File: config.mk
export PLATFORM = sky130hd
export DESIGN_NAME = ots_sorter
export DESIGN_NICKNAME = d
export VERILOG_FILES = /design/src/rtl/ots_pkg.sv /design/src/rtl/ots_cmp_swap.sv /design/src/rtl/ots_ctrl.sv /design/src/rtl/ots_array.sv /design/src/rtl/ots_sorter.sv
export SDC_FILE = /design/constraint.sdc
export NUM_CORES = 1
export LEC_CHECK = 0
export BUFFER_PORTS_ARGS = -buffer_cell sky130_fd_sc_hd__buf_4
export CAP_MARGIN = 20
export CORE_MARGIN = 2
export CORE_UTILIZATION = 60
export CTS_BUF_LIST = sky130_fd_sc_hd__clkbuf_4 sky130_fd_sc_hd__clkbuf_8 sky130_fd_sc_hd__clkbuf_16
export DETAILED_ROUTE_END_ITERATION = 6
export GPL_TIMING_DRIVEN = 0
export PLACE_DENSITY = 0.79
export SETUP_SLACK_MARGIN = 0.3
export SLEW_MARGIN = 20
export SYNTH_ARGS = -nofsm -noshare
export SYNTH_HDL_FRONTEND = slang
export SYNTH_HIERARCHICAL = 1
export SYNTH_SLANG_ARGS = --single-unit
File: constraint.sdc
create_clock -name clk -period 11.3 [get_ports clk]
set_input_delay 2.26 -clock clk [delete_from_list [all_inputs] [get_ports clk]]
set_output_delay 2.26 -clock clk [all_outputs]
set_load 0.05 [all_outputs]
File: src/rtl/ots_pkg.sv
package ots_pkg;
   typedef enum logic [1:0] {
      ST_IDLE  = 2'd0,
      ST_LOAD  = 2'd1,
      ST_SORT  = 2'd2,
      ST_DRAIN = 2'd3
   } ots_state_e;
endpackage

File: src/rtl/ots_cmp_swap.sv
module ots_cmp_swap #(
   parameter int KEY_W = 8
) (
   input  logic [KEY_W-1:0] a_lo,
   input  logic [KEY_W-1:0] a_hi,
   output logic [KEY_W-1:0] y_lo,
   output logic [KEY_W-1:0] y_hi
);
   // strict compare: equal keys stay in place
   logic swap;
   assign swap = a_lo > a_hi;
   assign y_lo = swap ? a_hi : a_lo;
   assign y_hi = swap ? a_lo : a_hi;
endmodule

File: src/rtl/ots_ctrl.sv
module ots_ctrl
   import ots_pkg::*;
#(
   parameter int NUM_KEYS = 48
) (
   input  logic clk,
   input  logic rst_n,
   input  logic start,
   input  logic in_valid,
   output logic shift_en,
   output logic sort_en,
   output logic parity,
   output logic out_valid,
   output logic done
);
   localparam int CNT_W = $clog2(NUM_KEYS + 1);
   localparam logic [CNT_W-1:0] LAST = CNT_W'(NUM_KEYS - 1);

   ots_state_e       state;
   logic [CNT_W-1:0] cnt;

   always_ff @(posedge clk) begin
      if (!rst_n) begin
         state  <= ST_IDLE;
         cnt    <= '0;
         parity <= 1'b0;
         done   <= 1'b0;
      end else begin
         done <= 1'b0;
         unique case (state)
            ST_IDLE: begin
               if (start) begin
                  state <= ST_LOAD;
                  cnt   <= '0;
               end
            end
            ST_LOAD: begin
               if (in_valid) begin
                  if (cnt == LAST) begin
                     state  <= ST_SORT;
                     cnt    <= '0;
                     parity <= 1'b0;
                  end else begin
                     cnt <= cnt + CNT_W'(1);
                  end
               end
            end
            ST_SORT: begin
               parity <= ~parity;
               if (cnt == LAST) begin
                  state <= ST_DRAIN;
                  cnt   <= '0;
               end else begin
                  cnt <= cnt + CNT_W'(1);
               end
            end
            ST_DRAIN: begin
               if (cnt == LAST) begin
                  state <= ST_IDLE;
                  cnt   <= '0;
                  done  <= 1'b1;
               end else begin
                  cnt <= cnt + CNT_W'(1);
               end
            end
            default: state <= ST_IDLE;
         endcase
      end
   end

   assign shift_en  = ((state == ST_LOAD) && in_valid) || (state == ST_DRAIN);
   assign sort_en   = (state == ST_SORT);
   assign out_valid = (state == ST_DRAIN);

   // first phase of every sort uses the even pairing
   a_r4_first_phase_even: assert property (@(posedge clk) disable iff (!rst_n)
      (state == ST_SORT && $past(state) == ST_LOAD) |-> !parity);
   // pairings alternate on every phase
   a_r4_parity_alternates: assert property (@(posedge clk) disable iff (!rst_n)
      (state == ST_SORT && $past(state) == ST_SORT) |-> parity != $past(parity));
   // done lasts one cycle
   a_r6_done_single: assert property (@(posedge clk) disable iff (!rst_n)
      done |=> !done);
   // done only follows the drain
   a_r6_done_after_drain: assert property (@(posedge clk) disable iff (!rst_n)
      $rose(done) |-> $past(state) == ST_DRAIN);
   // start during sort never restarts loading
   a_r7_start_ignored_sort: assert property (@(posedge clk) disable iff (!rst_n)
      (state == ST_SORT && start) |=> state != ST_LOAD);
endmodule

File: src/rtl/ots_array.sv
module ots_array #(
   parameter int KEY_W    = 8,
   parameter int NUM_KEYS = 48
) (
   input  logic             clk,
   input  logic             rst_n,
   input  logic             shift_en,
   input  logic             sort_en,
   input  logic             parity,
   input  logic [KEY_W-1:0] in_key,
   output logic [KEY_W-1:0] head_key
);
   localparam int EV_PAIRS = NUM_KEYS / 2;
   localparam int OD_PAIRS = (NUM_KEYS - 1) / 2;

   logic [KEY_W-1:0] arr    [NUM_KEYS];
   logic [KEY_W-1:0] ev_net [NUM_KEYS];
   logic [KEY_W-1:0] od_net [NUM_KEYS];

   // even pairing: (0,1),(2,3),...
   for (genvar p = 0; p < EV_PAIRS; p++) begin : g_even
      ots_cmp_swap #(.KEY_W(KEY_W)) u_cs (
         .a_lo(arr[2*p]), .a_hi(arr[2*p+1]),
         .y_lo(ev_net[2*p]), .y_hi(ev_net[2*p+1]));
   end
   if (NUM_KEYS % 2 == 1) begin : g_even_tail
      assign ev_net[NUM_KEYS-1] = arr[NUM_KEYS-1];
   end

   // odd pairing: (1,2),(3,4),...
   assign od_net[0] = arr[0];
   for (genvar p = 0; p < OD_PAIRS; p++) begin : g_odd
      ots_cmp_swap #(.KEY_W(KEY_W)) u_cs (
         .a_lo(arr[2*p+1]), .a_hi(arr[2*p+2]),
         .y_lo(od_net[2*p+1]), .y_hi(od_net[2*p+2]));
   end
   if (NUM_KEYS % 2 == 0) begin : g_odd_tail
      assign od_net[NUM_KEYS-1] = arr[NUM_KEYS-1];
   end

   always_ff @(posedge clk) begin
      if (!rst_n) begin
         for (int i = 0; i < NUM_KEYS; i++) arr[i] <= '0;
      end else if (shift_en) begin
         for (int i = 0; i < NUM_KEYS - 1; i++) arr[i] <= arr[i+1];
         arr[NUM_KEYS-1] <= in_key;
      end else if (sort_en) begin
         for (int i = 0; i < NUM_KEYS; i++) arr[i] <= parity ? od_net[i] : ev_net[i];
      end
   end

   assign head_key = arr[0];
endmodule

File: src/rtl/ots_sorter.sv
module ots_sorter #(
   parameter int KEY_W    = 8,
   parameter int NUM_KEYS = 48
) (
   input  logic             clk,
   input  logic             rst_n,
   input  logic             start,
   input  logic             in_valid,
   input  logic [KEY_W-1:0] in_key,
   output logic             out_valid,
   output logic [KEY_W-1:0] out_key,
   output logic             done
);
   if (KEY_W < 1) begin : g_bad_width
      $error("ots_sorter: KEY_W must be at least 1");
   end
   if (NUM_KEYS < 2) begin : g_bad_count
      $error("ots_sorter: NUM_KEYS must be at least 2");
   end

   logic shift_en, sort_en, parity;

   ots_ctrl #(.NUM_KEYS(NUM_KEYS)) u_ctrl (
      .clk(clk), .rst_n(rst_n), .start(start), .in_valid(in_valid),
      .shift_en(shift_en), .sort_en(sort_en), .parity(parity),
      .out_valid(out_valid), .done(done));

   ots_array #(.KEY_W(KEY_W), .NUM_KEYS(NUM_KEYS)) u_array (
      .clk(clk), .rst_n(rst_n), .shift_en(shift_en), .sort_en(sort_en),
      .parity(parity), .in_key(in_key), .head_key(out_key));

   // drained stream never decreases
   a_r3_drain_ascending: assert property (@(posedge clk) disable iff (!rst_n)
      (out_valid && $past(out_valid)) |-> $past(out_key) <= out_key);
   // no output activity while reset is held
   a_r1_quiet_in_reset: assert property (@(posedge clk)
      !rst_n |=> !out_valid && !done);
endmodule

* After elaboration in Yosys (flattened, before gate mapping)
Memory sizes are Yosys's and may differ from the RTL's. Index checks and enable logic that the tools add are counted.
Word-level totals: bits in registers 10, RAM bits 384, input bits 12, output and inout bits 10, logic and storage cells 428, memories kept 1
Operators by class: add/sub/neg operators 1, order comparisons 47, equal/unequal tests 9, mux-type cells 260, bitwise gates (word level) 97, reduce and logical (&&, ||, !) cells 9
Memory list:
- u_array.arr | depth 48, bits a word 8, rd ports 48, clocked after Yosys merged registers in 0, wr ports 48, RTL line ots_array.sv:16 | logic [KEY_W-1:0] arr [NUM_KEYS];
Operator list (number):
- $mux W8 | 238
- $gt A8 B8 Y1 | 47
- $or A1 B1 Y1 | 96
- $mux W6 | 3
- $pmux W6 S3 | 1
- $mux W1 | 11
- $mux W2 | 5
- $pmux W2 S4 | 1
- $add A6 B1 Y6 const B | 1
- $eq A6 B6 Y1 const B | 1
- $ne A2 B1 Y1 const B | 3
- $reduce_and A5 Y1 | 1
- $eq A2 B2 Y1 const B | 2
- $ne A2 B2 Y1 const B | 2
- $reduce_and A2 Y1 | 2
- $reduce_and A3 Y1 | 1
- $eq A2 B1 Y1 const B | 1
- $logic_not A2 Y1 | 1
- $pmux W1 S2 | 1
- $reduce_bool A2 Y1 | 1
- $reduce_or A2 Y1 | 1
- $logic_and A1 B1 Y1 | 1
- $logic_or A1 B1 Y1 | 1
- $not A1 Y1 | 1

* Logic depth before layout (Yosys ltp)
Gate-level depths: netlist of run 1.
word-level depth 8, depth in mapped cells 10, gate-level depth less buffers 9

* Cells and area by module
Netlist of run 1, hierarchy kept.
By module, submodules not included:
- ots_array | instances 1, cells each 1676, area each 19876.6 sq um, sequential area each 11531.1 sq um
- ots_cmp_swap (u_array.g_even[21].u_cs ...) | instances 34, cells each 44, area each 478.0 sq um, sequential area each 0.0 sq um
- ots_cmp_swap (u_array.g_even[0].u_cs ...) | instances 13, cells each 44, area each 476.7 sq um, sequential area each 0.0 sq um
- ots_ctrl | instances 1, cells each 72, area each 618.1 sq um, sequential area each 200.2 sq um

* Worst setup path after synthesis of run 1
OpenSTA, ideal clock, no wires.
path kind input to register, start input in_valid, end memory u_array.arr[12][4] (netlist: u_array/arr[0][100]) (enable), library setup time 2662 ps, arrival 8504 ps, data required time 8638 ps, setup slack 133 ps, stages 3, path buffers 0, cells stage by stage a21o_1 -> and2b_1 -> nand2_1
RTL lines:
- from (decl) | RTL line ots_sorter.sv:8 | input logic in_valid,
- to (decl) | RTL line ots_array.sv:16

==> impl_results.md, run 1 <==
- Overall Global Routing Usage: 24.42%
- CTS hold repair buffers: 0
- Maximum vdd drop: 0.2165 mV
- Max Fclk: 0.2609 GHz
- # resized after CTS: 0
- CTS Buf Count: 51
- DR WL/cell: 18.66 um
- Number of I/O pins: 22
- Routed vias/inst: 6.029
- # setup viols final: 0
- Dpl hpwl: 64090 um
- Area fraction of the dominant cell type after synthesis: 26.85%
- Power Density: 349.6 mW/mm2
- Cell type with the largest total area after synthesis: edfxtp_1
- P_int: 0.009440 W
- # rows: 98
- Grt ovf: 0
- Mux contribution to synthesized area: 32.41%
- Register share of total power: 20.8%
- Ys Warns: 6
- Ratio of cells with drive above 1 in the final layout: 34.03%
- RSZ-0062 raised after global routing: no
- Starting Density: 60.38%
- Async S/R FF share, synth: 0%
- Final Hold Fails: 0
- Clock Skews: 0.03756 ns
- Psw: 0.006686 W
- # placed instances: 4792
- H-tree lvl count: 2
- DRC: 0
- ANT nets after route: 0
- Port buffer count: 21
- Min-delay worst type: reg -> reg
- Vias in the first global route: 30080
- Nets: 4288
- Synth Area in Simple Gates: 7.605%
- Chip height: 271.5 um
- Via count: 29460
- P&R area growth vs syn: 7.418%
- Most used DFF post-synth: edfxtp_1
- Crit share post-route: 33.92%
- Library cells used by synthesis: 48
- Worst-path clk slew: 0.06 ns
- Die Area: 0.07373 mm2
- Drt total wl: 91180 um
- Finished Cell Area: 0.04613 mm2
- Total core area: 0.07112 mm2
- CP Max Fanout: 81
- CP startpoint: rst_n
- FF-to-FF Start: u_ctrl/state[1]
- Sw Share: 41.46%
- Slew HR: 43.40%
- Setup TNS: 0 ns
- Leakage: 18.88 nW
- Largest net degree at the start of global routing: 92
- Initial antenna violation count: 0
- Clock Tree Buf Depth: 3
- Ranking of synthesized cells by area: edfxtp_1 (27%), mux2_4 (16%), ha_1 (11%), mux2i_1 (8.6%), mux2_2 (7.4%)
- Post-CTS Repair Setup Buffers: 0
- Reg2reg setup slack: 8.56 ns
- Tot Pwr: 0.01613 W
- Post-synth top cells: mux2_4 (470), inv_1 (391), edfxtp_1 (384), ha_1 (381), mux2i_1 (368)
- First-pass GRT wire length: 153100 um
- Logic pwr share: 68.8%
- Setup Crit Path Kind: in -> reg
- Placed inst area: 0.04442 mm2
- Most frequent cell after synthesis: mux2_4
- Drt pass-1 iters: 6
- Sequential share of the synthesized area: 27.32%
- Skew-Pair Late Insertion Delay: 0.62 ns
- Status: finished clean
- Synthesized cell area: 0.04294 mm2
- TritonCTS clock tree: done
- Die W: 271.5 um
- Filler instances: 5401
- Endpoint class of the critical path: register
- Xor-xnor portion of the synthesized cell area: 0%
- Largest family of logic cells by synthesized area: multiplexers
- DR iter-0 viols: 1695
- Post-synthesis compound-gate area fraction: 13.62%
- Synth Area in Adders: 11.10%
- Synth Area per Inst: 11.25 um2
- CP required: 11.53 ns
- HP Start: u_ctrl/cnt[4]
- Tightest Pin Transition: 0.8433 ns
- Arr. time, crit path: 4.06 ns
- Clk root buf: clkbuf_16
- Post-synth EDFFs: 384
- Final cell count without fillers: 4886
- GP Congestion: 0.8091
- Synth Instances: 3816
- Yosys reg bits: 394
- CP Launch Type: input port
- Max-slew violation count: 0
- Max-cap violations: 0
- Period minus WS final: 3.832 ns
- Clk pwr share: 10.4%
- Total nets after synthesis: 4209
- CTS Sinks: 394
==> routing by layer <==
layer  track usage, %  share of wire (%)
met1            32.77                 46
met2            42.31                 49
met3            2.379                3.5
met4            5.885                1.9
met5                0                  0
==> power by group through the flow <==
stage,Clock [W],Sequential (W),Combinational (W)
after floorplan,0,0.00304,0.00960
after global placement,0,0.00347,0.0107
after detailed placement,0,0.00337,0.0110
after CTS,0.00171,0.00335,0.0111
after global routing,0.00176,0.00348,0.0119
final,0.00168,0.00336,0.0111
==> flip-flops by register name, indices dropped and copies added (netlist names) <==
| name | cells |
|---|---|
| u_array/arr | 384 |
| u_ctrl/cnt | 6 |
| u_ctrl/state | 2 |
| u_ctrl/done | 1 |
| u_ctrl/parity | 1 |
==> path summary, 6_finish.rpt <==
kind | end | cells past startpoint
worst min-delay path | u_ctrl/cnt[4] | 2
worst min register to register | u_ctrl/cnt[4] | 2
worst max-delay path | u_array/arr[0][148] | 6
worst max register to register | u_array/arr[0][148] | 7
==> through the flow <==
| stage | utilization [%] | setup WS [ns] | hold slack, ns |
|---|---|---|---|
| floorplan | - | 3.829 | 0.4483 |
| global placement | 62.28 | 1.013 | 0.4752 |
| detailed placement | 62.46 | 6.888 | 0.4856 |
| CTS | 64.86 | 7.495 | 0.4960 |
| global route | 64.86 | 7.412 | 0.5328 |
| finish | 64.86 | 7.468 | 0.4948 |
==> cells by family after synthesis <==
group	after synthesis
compound gates	843
fa+ha+maj	381
buf+inv	585
flops	394
mux	1120
simple gates	493
==> placed cells by master (no fill, tap or decap), types with 35 or more instances in the layout <==
cell and count:
nand2_1 317, o21ai_0 172, inv_1 391, a21oi_2 65, nor2b_4 48, mux2i_1 368, edfxtp_1 384, a21oi_1 236
nand4_1 49, mux2_4 470, o211ai_2 47, mux2_2 282, buf_12 47, o21ai_1 213, buf_4 54, ha_1 381
clkbuf_16 55, buf_6 35, o22ai_4 47
==> worst max-delay path, cell delays in order <==
cell and delay (ns):
buf_4 0.14, buf_4 0.17, and2b_1 0.26, nand2_8 0.32, buf_16 0.38, buf_16 0.37
==> cell type report <==
type | count | area, um2 | area share (%)
plain buffers | 194 | 1946 | 4.218
multi-input cells | 2837 | 27810 | 60.30
inverters | 391 | 1468 | 3.182
diodes | 1 | 2.502 | 0.005425
well taps | 950 | 1189 | 2.577
clock inverters | 24 | 202.7 | 0.4394
repair buffers | 26 | 275.3 | 0.5967
clock buffers | 69 | 1500 | 3.252
flip-flops and latches | 394 | 11730 | 25.43
Note: power is estimated with default switching activity, not from simulation.
==> run 2: changes to the inputs <==
--- a/config.mk
+++ b/config.mk
@@ -5,6 +5,7 @@
 export SDC_FILE = /design/constraint.sdc
 export NUM_CORES = 1
 export LEC_CHECK = 0
+export ABC_AREA = 1
 export BUFFER_PORTS_ARGS = -buffer_cell sky130_fd_sc_hd__buf_4
 export CAP_MARGIN = 20
 export CORE_MARGIN = 2
==> constraint.sdc (replaced) <==
create_clock -name clk -period 3.4 [get_ports clk]
set_input_delay 0.68 -clock clk [delete_from_list [all_inputs] [get_ports clk]]
set_output_delay 0.68 -clock clk [all_outputs]
set_load 0.05 [all_outputs]
==> run 2 against run 1 <==
Cell count up 68%. Via count grew 52%. Area after synthesis up 11%. Hold slack got worse by 0.14 ns. Sequential share of layout area fell by 2.4 points. Clock skew down 0.00092 ns. Flip-flop and latch count unchanged. Register-to-register slack got worse by 8.1 ns. Critical path depth is 5 higher. Largest cell class unchanged.
==> impl_results.md, run 2 <==
- Status: finished clean (unchanged)
- Filler instances: 7011 (was 5401)
- Skew-Pair Late Insertion Delay: 0.63 ns (was 0.62 ns)
- Hold Crit Depth: 3 (was 2)
- Diodes inserted: 0 (was 1)
- Worst R2R Path Depth: 11 (was 7)
- Most common cell after layout, fill and taps aside: nand2_1 (was mux2_4)
- Flip-flop and latch area: 0.01173 mm2 (unchanged)
- Clock Skews: 0.03664 ns (was 0.03756 ns)
- Crit share post-route: 86.68%
- Initial antenna violation count: 0 (unchanged)
- Ys Warns: 6 (unchanged)
- Routed vias/inst: 5.451 (was 6.029)
- Starting Density: 60.49% (was 60.38%)
- Max-cap violations: 0 (unchanged)
- CP Launch Type: register (was input port)
- First-pass GRT wire length: 203700 um (was 153100 um)
- # rows: 103 (was 98)
- WHS Endpoint: u_ctrl/state[1] (was u_ctrl/cnt[4])
- Setup Crit Path Kind: reg -> reg (was in -> reg)
- Async S/R FF share, synth: 0% (unchanged)
- Total core area: 0.07874 mm2 (was 0.07112 mm2)
- Worst-path clk slew: 0.06 ns (about the same)
- ANT nets after route: 0 (unchanged)
- Vias in the first global route: 42480 (was 30080)
- Dpl hpwl: 86130 um (was 64090 um)
- Synth Area per Inst: 6.788 um2 (was 11.25 um2)
- Fin Hold WS: 0.3502 ns (was 0.4948 ns)
- Endpoint class of the critical path: register (unchanged)
- Sequential share of the synthesized area: 24.63% (was 27.32%)
- Clk root buf: clkbuf_16 (unchanged)
- Min-delay worst type: in -> reg (was reg -> reg)
- Most used DFF post-synth: edfxtp_1 (unchanged)
- Drt total wl: 121500 um (was 91180 um)
- DR iter-0 viols: 3751 (was 1695)
- Final Hold Fails: 0 (unchanged)
- Number of I/O pins: 22 (unchanged)
- DR WL/cell: 14.83 um (was 18.66 um)
- Max-slew violation count: 0 (unchanged)
- Clock Tree Buf Depth: 3 (unchanged)
- Slew HR: 26.92% (was 43.40%)
- Arr. time, crit path: 3.25 ns (was 4.06 ns)
- Reg2reg setup slack: 0.45 ns (was 8.56 ns)
- Ranking of synthesized cells by area: edfxtp_1 (24%), nand2_1 (22%), nand2_2 (14%), ha_1 (10%), nand3_1 (8.0%) (was edfxtp_1 (27%), mux2_4 (16%), ha_1 (11%), mux2i_1 (8.6%), mux2_2 (7.4%))
- # setup viols final: 0 (unchanged)
- Tightest Pin Transition: 1.089 ns (was 0.8433 ns)
- DRC: 0 (unchanged)
- Total nets after synthesis: 7410 (was 4209)
- P&R area growth vs syn: 6.977% (was 7.418%)
- HP Start: rst_n (was u_ctrl/cnt[4])
- Chip height: 285.8 um (was 271.5 um)
- Most frequent cell after synthesis: nand2_1 (was mux2_4)
- Drt pass-1 iters: 6 (unchanged)
- H-tree lvl count: 2 (unchanged)
- RSZ-0062 raised after global routing: no (unchanged)
- Largest net degree at the start of global routing: 82 (was 92)
- Max reg flops: 384 (unchanged)
- Post-CTS Repair Setup Buffers: 0 (unchanged)
- Grt ovf: 0 (unchanged)
- Most frequent cells in the layout: nand2_1 (2771), nand2_2 (1069), nand3_1 (765) (was mux2_4 (470), inv_1 (391), edfxtp_1 (384))
- Synthesized cell area: 0.04763 mm2 (was 0.04294 mm2)
- CTS Buf Count: 51 (unchanged)
- Cell type with the largest total area after synthesis: edfxtp_1 (unchanged)
- TritonCTS clock tree: done (unchanged)
- Via count: 44660 (was 29460)
- FF-to-FF Start: u_ctrl/state[1] (unchanged)
- Ratio of cells with drive above 1 in the final layout: 24.82% (was 34.03%)
- Period minus WS final: 2.947 ns
- GP Congestion: 0.8782 (was 0.8091)
- Die W: 285.8 um (was 271.5 um)
- Library cells used by synthesis: 29 (was 48)
- Overall Global Routing Usage: 29.13% (was 24.42%)
- Crit Reg-Reg Endpoint: u_array/arr[0][255] (was u_array/arr[0][148])
- Port buffer count: 21 (unchanged)
- Max Fclk: 0.3393 GHz
- Die Area: 0.08165 mm2 (was 0.07373 mm2)
- Biggest regs: u_array/arr: 384 flops, u_ctrl/cnt: 6 flops, u_ctrl/state: 2 flops (unchanged)
- CTS Sinks: 394 (unchanged)
- Area occupied by multi-input gates: 0.03139 mm2 (was 0.02781 mm2)
- Post-synth top cells: nand2_1 (2772), nand2_2 (1069), nand3_1 (765), inv_1 (487), edfxtp_1 (384) (was mux2_4 (470), inv_1 (391), edfxtp_1 (384), ha_1 (381), mux2i_1 (368))
- Most flops, register: u_array/arr (unchanged)
- Synth Instances: 7017 (was 3816)
- Post-synth EDFFs: 384 (unchanged)
- CP Max Fanout: 59 (was 81)
- Area fraction of the dominant cell type after synthesis: 24.21% (was 26.85%)
- CP required: 3.71 ns (was 11.53 ns)
- Yosys reg bits: 394 (unchanged)
- Nets: 7493 (was 4288)
run 2: through the flow:
step | util, % | setup TNS, ns | instances | setup slack [ns] | cell area (um2)
after CTS | 64.63 | 0 | 8190 | 0.3215 | 50890
after detailed placement | 62.56 | 0 | 8093 | 0.07116 | 49260
after global placement | 62.38 | -218.42 | 8088 | -0.6499 | 49120
after floorplan | - | 0 | 7017 | 0.3212 | 47650
after global routing | 64.71 | 0 | 8193 | 0.3493 | 50950
final | 64.71 | 0 | 8193 | 0.4528 | 50950
run 2: layout make-up:
class                      count  share of cell area [%]
buffer                       325                   4.943
clock buffer                  61                   2.652
clock inverter                35                  0.5255
inverter                     543                   4.000
multi-input combinational   5757                   61.60
sequential                   394                   23.02
tap                         1050                   2.578
timing repair buffer          28                  0.6777
run 2: worst max-delay path, stage by stage, from the launching register on:
cell       delay (ns)
dfxtp_1          0.34
inv_1            0.10
ha_1             0.20
inv_1            0.09
o21ai_2          0.30
inv_2            0.08
nand2_1          0.06
inv_1            0.24
nand2_8          0.30
buf_16           0.31
buf_16           0.24
clkbuf_16        0.26
run 2: how the worst max path moves through the flow:
stage	from	endpoint
2_1_floorplan	u_ctrl/state[0]	u_array/arr[0][100]
3_3_place_gp	in_valid	u_array/arr[0][200]
4_1_cts	u_ctrl/state[1]	u_array/arr[0][218]
3_5_place_dp	in_valid	u_array/arr[0][201]
5_1_grt	u_ctrl/state[1]	u_array/arr[0][247]
6_report	u_ctrl/state[1]	u_array/arr[0][255]
run 2: timing repair:
item / 4_1_cts / 5_1_grt
endpoints found under the setup margin: 58 / 58
pin swaps: 1 / 1
gates resized for setup: 1 / 0
hold endpoints to repair: 0 / 0
cloned: 1 / 3
hold buffers: 0 / 0
run 2: metal layers:
layer / vias up / track usage (%) / routed length (um)
met2: 1327 / 51.06 / 59560
met5: - / 0 / 0
met3: 222 / 2.911 / 6731
li1: 22420 / - / -
met4: 0 / 8.914 / 2614
met1: 20690 / 37.82 / 52600
run 2: kinds of logic (layout without fill, tap and decap cells):
family	Yosys count	in the layout	synth area share [%]
AO/OA/AOI/OAI	262	262	3.552
XOR/XNOR	1	1	0.01839
adder cells (fa/ha/maj)	381	381	10.01
buffers and inverters	868	992	9.567
flip-flops	394	394	24.63
AND/OR/NAND/NOR	5111	5113	52.22
Power of run 2 is left out: the tool's default activity adds up to more than one toggle a clock period on the data nets, which glitch-free logic cannot reach.
